### config.mk
export PLATFORM = sky130hd
export DESIGN_NAME = dual_wave_gen
export DESIGN_NICKNAME = d
export VERILOG_FILES = /design/src/rtl/wg_pkg.sv /design/src/rtl/wg_reset_sync.sv /design/src/rtl/wg_phase_counter.sv /design/src/rtl/wg_sine_rom.sv /design/src/rtl/wg_square_shaper.sv /design/src/rtl/dual_wave_gen.sv
export SDC_FILE = /design/constraint.sdc
export NUM_CORES = 1
export LEC_CHECK = 0
export CAP_MARGIN = 20
export CORE_MARGIN = 2
export CORE_UTILIZATION = 65
export CTS_BUF_LIST = sky130_fd_sc_hd__clkbuf_4 sky130_fd_sc_hd__clkbuf_8
export DETAILED_ROUTE_END_ITERATION = 8
export GPL_ROUTABILITY_DRIVEN = 0
export MAX_ROUTING_LAYER = met4
export PLACE_DENSITY = 0.93
export SETUP_SLACK_MARGIN = 0.2
export SLEW_MARGIN = 20
export SYNTH_ARGS = -nofsm -noshare
export SYNTH_HDL_FRONTEND = slang
export SYNTH_SLANG_ARGS = --single-unit
### constraint.sdc
create_clock -name clk -period 5.4 [get_ports clk]
set_input_delay 1.08 -clock clk [delete_from_list [all_inputs] [get_ports clk]]
set_output_delay 1.08 -clock clk [all_outputs]
set_load 0.02 [all_outputs]
### src/rtl/wg_pkg.sv
// Package: shared types and elaboration-time math for the waveform generator.
// Assumes every function is evaluated only on constant arguments (table build).
package wg_pkg;

    typedef enum logic {
        MODE_SQUARE = 1'b0,
        MODE_SINE   = 1'b1
    } wave_mode_e;

    localparam int FRAC_BITS = 30;
    localparam longint ONE_Q = 64'sd1 << FRAC_BITS;
    localparam longint PI_Q  = 64'sd3373259426;   // pi scaled by 2^30

    // sin(pi/2 * k / 2^qbits) in Q30, Horner form of the odd Taylor series
    function automatic longint quarter_sine_q(input longint k, input int qbits);
        longint x;
        longint x2;
        longint t;
        x  = (k * PI_Q) >>> (qbits + 1);
        x2 = (x * x) >>> FRAC_BITS;
        t  = ONE_Q;
        t  = ONE_Q - ((x2 * t) >>> FRAC_BITS) / 110;
        t  = ONE_Q - ((x2 * t) >>> FRAC_BITS) / 72;
        t  = ONE_Q - ((x2 * t) >>> FRAC_BITS) / 42;
        t  = ONE_Q - ((x2 * t) >>> FRAC_BITS) / 20;
        t  = ONE_Q - ((x2 * t) >>> FRAC_BITS) / 6;
        return (x * t) >>> FRAC_BITS;
    endfunction

    // Full-period sample: round(amp * sin(2*pi*idx / 2^phase_w)) via quadrant folding
    function automatic int sine_sample(input int idx, input int phase_w, input int amp);
        int     qbits;
        int     quarter;
        int     quad;
        int     rem;
        int     k;
        longint mag;
        qbits   = phase_w - 2;
        quarter = 1 << qbits;
        quad    = (idx >> qbits) & 3;
        rem     = idx & (quarter - 1);
        k       = ((quad & 1) != 0) ? (quarter - rem) : rem;
        mag     = (longint'(amp) * quarter_sine_q(longint'(k), qbits)
                   + (64'sd1 << (FRAC_BITS - 1))) >>> FRAC_BITS;
        return ((quad & 2) != 0) ? -int'(mag) : int'(mag);
    endfunction

endpackage

### src/rtl/wg_reset_sync.sv
// Module: local reset synchronizer.
// Sets all stages asynchronously when rst_n falls, then shifts a zero in from
// the top on each clock. The lowest stage is the block-wide synchronous clear.
// Assumes rst_n may change at any time relative to clk.
module wg_reset_sync #(
    parameter int STAGES = 4
) (
    input  logic clk,
    input  logic rst_n,
    output logic clr_o
);

    logic [STAGES-1:0] stage_q;

    // Purpose: async set on reset, drain toward zero one stage per clock
    always_ff @(posedge clk or negedge rst_n) begin
        if (!rst_n) begin
            stage_q <= '1;
        end else begin
            stage_q <= {1'b0, stage_q[STAGES-1:1]};
        end
    end

    assign clr_o = stage_q[0];

endmodule

### src/rtl/wg_phase_counter.sv
// Module: free-running phase accumulator.
// Steps by one every clock, wraps naturally at 2^PHASE_W, clears synchronously.
// Assumes clr_i is already synchronous to clk.
module wg_phase_counter #(
    parameter int PHASE_W = 8
) (
    input  logic               clk,
    input  logic               rst_n,
    input  logic               clr_i,
    output logic [PHASE_W-1:0] phase_o
);

    logic [PHASE_W-1:0] phase_q;

    // Purpose: advance phase or hold it at zero under the local clear
    always_ff @(posedge clk) begin
        if (clr_i) begin
            phase_q <= '0;
        end else begin
            phase_q <= phase_q + 1'b1;
        end
    end

    assign phase_o = phase_q;

    // an edge without clear leaves the phase one above its previous value
    assert_phase_step_R3: assert property (@(posedge clk) disable iff (!rst_n)
        !$past(clr_i) |-> phase_q == $past(phase_q) + 1'b1);

    // an edge taken under clear leaves the phase at zero
    assert_phase_clear_R1: assert property (@(posedge clk) disable iff (!rst_n)
        $past(clr_i) |-> phase_q == '0);

endmodule

### src/rtl/wg_sine_rom.sv
// Module: one-period signed sine lookup.
// Entries are built at elaboration from the package's fixed-point series, so
// no literal table exists in the source. Read is purely combinational.
// Assumes PHASE_W >= 3 so that a quarter period holds at least two entries.
module wg_sine_rom #(
    parameter int PHASE_W  = 8,
    parameter int SAMPLE_W = 8
) (
    input  logic [PHASE_W-1:0]         phase_i,
    output logic signed [SAMPLE_W-1:0] sample_o
);

    localparam int DEPTH = 1 << PHASE_W;
    localparam int AMP   = (1 << (SAMPLE_W - 1)) - 1;

    logic signed [SAMPLE_W-1:0] entry_w [DEPTH];

    // Purpose: one constant per table slot, each computed at elaboration
    for (genvar g = 0; g < DEPTH; g++) begin : g_entry
        localparam logic signed [SAMPLE_W-1:0] VALUE =
            SAMPLE_W'(wg_pkg::sine_sample(g, PHASE_W, AMP));
        assign entry_w[g] = VALUE;
    end

    assign sample_o = entry_w[phase_i];

endmodule

### src/rtl/wg_square_shaper.sv
// Module: two-level comparator for square mode.
// Emits LOW below THRESH and HIGH at or above it; purely combinational.
// Assumes THRESH lies inside the phase range.
module wg_square_shaper #(
    parameter int PHASE_W  = 8,
    parameter int SAMPLE_W = 8,
    parameter int THRESH   = 128
) (
    input  logic [PHASE_W-1:0]         phase_i,
    output logic signed [SAMPLE_W-1:0] level_o
);

    localparam int AMP = (1 << (SAMPLE_W - 1)) - 1;
    localparam logic signed [SAMPLE_W-1:0] LEVEL_HI = SAMPLE_W'(AMP);
    localparam logic signed [SAMPLE_W-1:0] LEVEL_LO = SAMPLE_W'(-AMP);
    localparam logic [PHASE_W-1:0] THRESH_P = PHASE_W'(THRESH);

    // Purpose: pick the fixed level from the phase position
    always_comb begin
        if (phase_i < THRESH_P) begin
            level_o = LEVEL_LO;
        end else begin
            level_o = LEVEL_HI;
        end
    end

endmodule

### src/rtl/dual_wave_gen.sv
// Module: sine / square sample generator top.
// A synchronized local clear drives a phase counter; the phase feeds a sine
// table and a square comparator; mode_sel picks one into an output register.
// Assumes mode_sel is synchronous to clk.
module dual_wave_gen #(
    parameter int PHASE_W    = 8,
    parameter int SAMPLE_W   = 8,
    parameter int RST_STAGES = 4
) (
    input  logic                clk,
    input  logic                rst_n,
    input  logic                mode_sel,
    output logic [SAMPLE_W-1:0] sample_out
);

    localparam int THRESH = 1 << (PHASE_W - 1);
    localparam int AMP    = (1 << (SAMPLE_W - 1)) - 1;

    logic                       loc_clr;
    logic [PHASE_W-1:0]         phase_w;
    logic signed [SAMPLE_W-1:0] sine_w;
    logic signed [SAMPLE_W-1:0] square_w;
    logic signed [SAMPLE_W-1:0] sample_q;
    wg_pkg::wave_mode_e         mode_e;

    assign mode_e = wg_pkg::wave_mode_e'(mode_sel);

    wg_reset_sync #(.STAGES(RST_STAGES)) u_rst_sync (
        .clk   (clk),
        .rst_n (rst_n),
        .clr_o (loc_clr)
    );

    wg_phase_counter #(.PHASE_W(PHASE_W)) u_phase (
        .clk     (clk),
        .rst_n   (rst_n),
        .clr_i   (loc_clr),
        .phase_o (phase_w)
    );

    wg_sine_rom #(.PHASE_W(PHASE_W), .SAMPLE_W(SAMPLE_W)) u_sine (
        .phase_i  (phase_w),
        .sample_o (sine_w)
    );

    wg_square_shaper #(.PHASE_W(PHASE_W), .SAMPLE_W(SAMPLE_W), .THRESH(THRESH)) u_square (
        .phase_i (phase_w),
        .level_o (square_w)
    );

    // Purpose: register the selected waveform, forcing zero under local clear
    always_ff @(posedge clk) begin
        if (loc_clr) begin
            sample_q <= '0;
        end else if (mode_e == wg_pkg::MODE_SINE) begin
            sample_q <= sine_w;
        end else begin
            sample_q <= square_w;
        end
    end

    assign sample_out = sample_q;

    // a cleared edge yields a zero sample
    assert_output_clear_R1: assert property (@(posedge clk) disable iff (!rst_n)
        $past(loc_clr) |-> sample_q == '0);

    // square samples follow the phase held before the edge
    assert_square_level_R5: assert property (@(posedge clk) disable iff (!rst_n)
        (!$past(loc_clr) && !$past(mode_sel)) |->
        int'(sample_q) == (int'($past(phase_w)) < THRESH ? -AMP : AMP));

    // the most negative code is never produced
    assert_no_min_code_R9: assert property (@(posedge clk) disable iff (!rst_n)
        sample_q != {1'b1, {(SAMPLE_W-1){1'b0}}});

endmodule

==> flow_summary.yaml, run 1 <==
global_routing:
  gr-total-overflow: 0
  first_global_vias: 2712
  largest_net_degree_at_the_start_of_global_routing: 65
  antenna_found_initial: 0
  wire_length_of_the_first_global_routing_pass_um: 13800
  gr-usage-all-layers: 0.420
clock_network:
  cts_hold_buf: 0
  clock_path_buffers: 2
  cts_repair_resize_count: 0
  clock_root_buffer: "sky130_fd_sc_hd__clkbuf_8"
  cts_post_setup_buffers_inserted: 0
  clock_sinks: 20
  tritoncts.num_buffers: 3
  path_clk_slew_ns: 0.08
  htree_num_levels: 1
  clock_insertion_delay_worst_skew_ns: 0.27
  cts_tree: "done"
routing:
  initialDrtViolationCount: 1072
  route.antenna.remaining_nets: 0
  route.detailed.vias_per_inst: 7.77
  routed-via-count: 3139
  avgRoutedWirePerCell_um: 21.2
  sum_of_routed_wire_length_over_all_layers_um: 8570
  post-route-drc-count: 13
  first_pass_iters: 9
cells_and_area:
  area_taken_by_multi_input_logic_gates_sq_mm: 0.00192
  area_growth_syn_to_layout_pct: 1.46
  finalCoreUtilization: 0.700
  filler_cell_count: 323
  post_route_cells_drive_above_1_share: 0.0506
  finish.net_count: 374
  seqCellArea_sq_um: 427
  post_layout_nonfiller_instances: 404
  diodes: 0
  postLayoutCellArea_sq_mm: 0.00260
worst_setup_path:
  crit-reg2reg-capture: "sample_out[1]"
  worst_ep_arrival_time_ns: 3.11
  r2r_cells: 6
  setup.worst_path.end_class: "flip-flop"
  path_cells: "inv_2 -> ha_1 -> o311ai_0 -> a31oi_1 -> a2111oi_2 -> a211oi_1"
  critical_path_class: "reg -> reg"
  cp-startpoint: "u_phase.phase_o[2]"
  max_stage_delay_ns: 1.06
  cp_max_fo: 64
  cpMaxStageDelayCell: "sky130_fd_sc_hd__dfxtp_2"
  timing.critical_path.required_ns: 5.53
  launch_point_of_the_worst_reg_to_reg_path: "u_phase.phase_o[2]"
  startpoint_type: "flip-flop"
  endpoint: "sample_out[1]"
  worst-r2r-setup-slack_ns: 2.42
yosys:
  synth_enable_flop_cells: 0
  synth_largest_area_cell: "sky130_fd_sc_hd__dfxtp_1"
  top_post_synthesis_cells_by_area: "sky130_fd_sc_hd__dfxtp_1 (12%), sky130_fd_sc_hd__ha_1 (6.8%), sky130_fd_sc_hd__nand2_1 (5.1%)"
  synth_seq_cells: 20
  synthCells: 377
  synth_ff_type: "sky130_fd_sc_hd__dfxtp_1"
  synth_seq_area_share: 0.166
  synth-warning-count: 0
  synth_fp_nets: 394
  synthTopCellsByCount: "sky130_fd_sc_hd__nand2_1 (35), sky130_fd_sc_hd__nor2_1 (33), sky130_fd_sc_hd__a21oi_1 (24)"
  fraction_of_synthesis_flops_using_an_asynchronous_set_or_reset_pin: 0.200
  synth_top_area_frac: 0.125
  yosys.cell_types.count: 60
  cell_with_the_most_instances_after_synthesis: "sky130_fd_sc_hd__nand2_1"
  netlist_area_sq_mm: 0.00256
  post_synth.cell_area_avg_sq_um: 6.80
die:
  num_rows: 22
  die-width_um: 66.8
  die_h_um: 66.8
  placeable_core_region_sq_mm: 0.00372
  floorplan.initialDensity: 0.690
  ios: 11
  die_area_sq_mm: 0.00446
sta:
  worst_clock_skew_ns: 0.00900
  hold_viol_final: 0
  fin_crit_ns: 2.98
  min_period_over_period: 0.552
  maxSlewHeadroom: 0.274
  clock.fmax_mhz: 335
  setup_tns_ns: 0
  rsz_0062_raised_after_global_routing: "no"
  worst_max_slew_pin_slew_ns: 1.09
  report.final.setup_viol: 0
  timing.final.max_slew_violations: 0
place:
  buffer_ports.inserted: 10
  dpl-instance-area_sq_mm: 0.00255
  place_inst: 400
  dp_hpwl_um: 5510
power:
  netSwitchingPower_w: 0.000154
  p_seq_frac: 0.408
  internal_power_contribution_w: 0.000265
  power_frac_comb: 0.330
  ir_drop_mv: 0.138
  powerDensity_mw_per_mm2: 161
  power_leakage_nw: 0.897
  power.clock.fraction: 0.262
  switching_share_of_total_power: 0.368
outcome:
  violated_checks: "DRC"
  run_status: "complete, but fails checks"
worst_hold_path:
  timing.hold.worst.class: "reg -> reg"
job:
  drv_cap: 0
-- sequential cells by signal (all words and copies together), names as in the netlist --
signal,cells
u_rst_sync.stage_q,4
sample_out,8
u_phase.phase_o,8
-- kinds of logic (layout without fill, tap and decap cells) --
logic type / Yosys count / after routing / synth area share
other: 1 / 1 / 0.00146
DFF: 20 / 20 / 0.166
and+or+nand+nor: 157 / 157 / 0.301
adders and majority gates: 14 / 14 / 0.0683
xor gates and xnor gates: 4 / 4 / 0.0137
buffers and inverters: 46 / 25 / 0.0864
AOI/OAI and AO/OA: 133 / 133 / 0.355
muxes: 2 / 2 / 0.00830
-- metal layers --
metal  up-vias  track usage  share of wire
met4         0        0.232          0.076
met2       344        0.581           0.40
met5         -            -              0
met1      1341        0.549           0.37
met3        97        0.113           0.16
li1       1357            -              -
-- critical path: cells and delay by family, from the launching register on --
family / cells / cell delay [ns]
AOI/OAI and AO/OA: 4 / 1.15
adders and majority gates: 1 / 0.29
buffers and inverters: 1 / 0.34
DFF: 1 / 1.06
-- power by group through the flow --
stage               registers (W)  clock network (W)  logic (W)
finish                   0.000171           0.000110   0.000138
global route             0.000172           0.000116   0.000148
CTS                      0.000170           0.000110   0.000131
detailed placement       0.000173                  0   0.000130
global placement         0.000173                  0   0.000126
floorplan                0.000166                  0   0.000104
-- placed cells by master (no fill, tap or decap), drive strengths merged, types with 3 or more instances in the layout --
cell | Yosys | final
nand2b | 16 | 16
or2 | 3 | 3
nor4 | 3 | 3
nand3 | 17 | 17
o21a | 3 | 3
a21oi | 24 | 24
o22ai | 7 | 7
and3 | 3 | 3
nand2 | 35 | 35
a32oi | 3 | 3
dfxtp | 16 | 16
o21ai | 28 | 28
and2 | 7 | 7
a31oi | 13 | 13
inv | 8 | 8
o211ai | 6 | 6
nor3 | 19 | 19
clkdlybuf4s50 | 0 | 10
clkbuf | 11 | 4
xnor2 | 3 | 3
nor2b | 12 | 12
o221ai | 4 | 4
o41ai | 3 | 3
dfstp | 4 | 4
nor2 | 34 | 34
a311oi | 6 | 6
or3 | 4 | 4
o311ai | 5 | 5
o211a | 3 | 3
ha | 14 | 14
a211oi | 9 | 9
o31ai | 3 | 3
-- through the flow --
stage / power, W / worst slack, ns / hold slack [ns]
2_1_floorplan: 0.000270 / 3.13 / 0.345
3_3_place_gp: 0.000299 / 2.60 / 0.347
3_5_place_dp: 0.000303 / 2.54 / 0.348
4_1_cts: 0.000411 / 2.53 / 0.358
5_1_grt: 0.000435 / 2.31 / 0.361
6_report: 0.000419 / 2.42 / 0.358
-- worst min path at each step --
stage                     startpoint                     to  slack (ns)  depth (start not counted)
5_1_grt        u_rst_sync.stage_q[3]  u_rst_sync.stage_q[2]        0.36                          0
3_5_place_dp   u_rst_sync.stage_q[1]  u_rst_sync.stage_q[0]        0.35                          0
2_1_floorplan  u_rst_sync.stage_q[1]  u_rst_sync.stage_q[0]        0.35                          0
3_3_place_gp   u_rst_sync.stage_q[1]  u_rst_sync.stage_q[0]        0.35                          0
6_report       u_rst_sync.stage_q[1]  u_rst_sync.stage_q[0]        0.36                          0
4_1_cts        u_rst_sync.stage_q[1]  u_rst_sync.stage_q[0]        0.36                          0
-- cell type report --
type | instances | area share
clock buffer | 4 | 0.0188
tap | 48 | 0.0231
timing repair buffer | 12 | 0.0443
inverter | 9 | 0.0130
multi-input combinational | 311 | 0.737
sequential | 20 | 0.164
No activity file was read; power rests on OpenSTA's default activity.
==> inputs of run 2 (changes only) <==
- CORE_UTILIZATION: 65 -> 57
- PLACE_DENSITY: 0.93 -> 0.87
- clock period: 5.4 -> 2.6 ns (I/O delays scaled with it)
==> run 2 against run 1 <==
  * Power increased by 120%
  * Largest cell class unchanged
  * Combinational power increased by 140%
  * Via count rose by 4.8%
  * Utilization is 6.1 points lower
  * The run still ends with DRC left
  * Cell area grew 7.0%
==> flow_summary.yaml, run 2 (synthesis results as in run 1) <==
power:
  netSwitchingPower_w: 0.000343
  switching_share_of_total_power: 0.371
  power_leakage_nw: 0.996
  powerDensity_mw_per_mm2: 332
  power.clock.fraction: 0.279
  power_frac_comb: 0.358
  internal_power_contribution_w: 0.000581
  ir_drop_mv: 0.354
  power_w: 0.000924
  p_seq_frac: 0.362
routing:
  first_pass_iters: 9
  route.antenna.remaining_nets: 0
  route.detailed.vias_per_inst: 7.68
  sum_of_routed_wire_length_over_all_layers_um: 9140
  routed-via-count: 3289
  avgRoutedWirePerCell_um: 21.4
  post-route-drc-count: 23
  initialDrtViolationCount: 1102
die:
  die_area_sq_mm: 0.00505
  floorplan.initialDensity: 0.589
  ios: 11
  die-width_um: 71.1
  placeable_core_region_sq_mm: 0.00435
  die_h_um: 71.1
  num_rows: 24
worst_setup_path:
  timing.critical_path.required_ns: 2.74
  critical_path_class: "reg -> reg"
  worst_ep_arrival_time_ns: 2.40
  startpoint_type: "flip-flop"
  cp_max_fo: 12
  setup.worst_path.end_class: "flip-flop"
cells_and_area:
  layout_common_cells: "sky130_fd_sc_hd__nand2_1 (35), sky130_fd_sc_hd__nor2_1 (33), sky130_fd_sc_hd__a21oi_1 (24), sky130_fd_sc_hd__o21ai_0 (22), sky130_fd_sc_hd__buf_4 (20)"
  mostFrequentLayoutCell: "sky130_fd_sc_hd__nand2_1"
  postLayoutCellArea_sq_mm: 0.00278
  post_route_cells_drive_above_1_share: 0.104
  finalCoreUtilization: 0.639
  finish.net_count: 393
  area_growth_syn_to_layout_pct: 8.59
sta:
  min_period_over_period: 0.868
  fin_crit_ns: 2.26
  report.final.setup_viol: 0
  hold_viol_final: 0
  setup_tns_ns: 0
  clock.fmax_mhz: 443
  maxSlewHeadroom: 0.516
  timing.final.max_slew_violations: 0
  worst_max_slew_pin_slew_ns: 0.725
  worst_clock_skew_ns: 0.0125
  rsz_0062_raised_after_global_routing: "no"
  hold_slack_ns: 0.358
place:
  dpl-instance-area_sq_mm: 0.00271
  dp_hpwl_um: 6070
  buffer_ports.inserted: 10
global_routing:
  antenna_found_initial: 1
  global_route.peak_usage_layer: "met2"
  gr-total-overflow: 0
  groute.layer.met2.usage: 0.507
  first_global_vias: 2810
  groute.layer.met3.usage: 0.101
  use_met1: 0.464
  wire_length_of_the_first_global_routing_pass_um: 14100
  gr-usage-all-layers: 0.360
  largest_net_degree_at_the_start_of_global_routing: 59
clock_network:
  path_clk_slew_ns: 0.09
  clock_root_buffer: "sky130_fd_sc_hd__clkbuf_8"
  cts_hold_buf: 0
  tritoncts.num_buffers: 3
  htree_num_levels: 1
  cts_tree: "done"
  clock_sinks: 20
  clock_path_buffers: 2
  clock_insertion_delay_worst_skew_ns: 0.27
worst_hold_path:
  timing.hold.worst.class: "reg -> reg"
outcome:
  run_status: "complete, but fails checks"
  violated_checks: "DRC"
job:
  drv_cap: 0
run 2: path summary, 6_finish.rpt:
kind / startpoint / endpoint / slack, ns / depth (start not counted)
max: u_phase.phase_o[0] / sample_out[3] / 0.34 / 7
min: u_rst_sync.stage_q[1] / u_rst_sync.stage_q[0] / 0.36 / 0
max reg2reg: u_phase.phase_o[0] / sample_out[3] / 0.34 / 7
min reg2reg: u_rst_sync.stage_q[1] / u_rst_sync.stage_q[0] / 0.36 / 0
max in group asynchronous: rst_n / u_rst_sync.stage_q[2] / 1.90 / 1
min in group asynchronous: rst_n / u_rst_sync.stage_q[0] / 0.67 / 1
run 2: final cells by class:
type	instances	area, sq um
diodes	1	2.50
clock buffers	4	55.1
fillers	363	1570
inverters	9	33.8
multi-input cells	311	1930
flip-flops and latches	20	428
well taps	52	65.1
repair buffers	31	270
run 2: power groups by stage:
stage	clock network, W	logic, W	registers [W]
2_1_floorplan	0	0.000216	0.000344
3_3_place_gp	0	0.000298	0.000339
3_5_place_dp	0	0.000303	0.000341
4_1_cts	0.000255	0.000308	0.000334
5_1_grt	0.000269	0.000346	0.000336
6_report	0.000258	0.000331	0.000335
run 2: stage by stage:
step	instances	setup slack [ns]
2_1_floorplan	377	0.330
3_3_place_gp	423	0.319
3_5_place_dp	423	0.278
4_1_cts	427	0.257
5_1_grt	428	0.222
6_report	428	0.343
run 2: critical path: stages (launching register included):
cell                       delay, ns
sky130_fd_sc_hd__dfxtp_2        0.39
sky130_fd_sc_hd__buf_4          0.20
sky130_fd_sc_hd__ha_1           0.58
sky130_fd_sc_hd__a32oi_1        0.18
sky130_fd_sc_hd__a31oi_1        0.25
sky130_fd_sc_hd__o311ai_0       0.19
sky130_fd_sc_hd__nor3_1         0.29
sky130_fd_sc_hd__a311oi_2       0.05
run 2: timing repair:
item	CTS	global route
setup buffers	0	0
setup endpoints to repair	0	4
gates resized for setup	0	3
run 2: per-layer routing:
| layer | share of wire | wire (um) | up-vias |
|---|---|---|---|
| met5 | 0 | 0 | - |
| met4 | 0.078 | 711 | 0 |
| met3 | 0.17 | 1590 | 116 |
| met2 | 0.40 | 3690 | 362 |
| met1 | 0.34 | 3150 | 1417 |
| li1 | - | - | 1394 |
==> inputs of run 3 (changes only) <==
- CAP_MARGIN: 20 -> not set
==> results of run 3 <==
No change in the layout: final DEF, timing and power equal those of run 2.
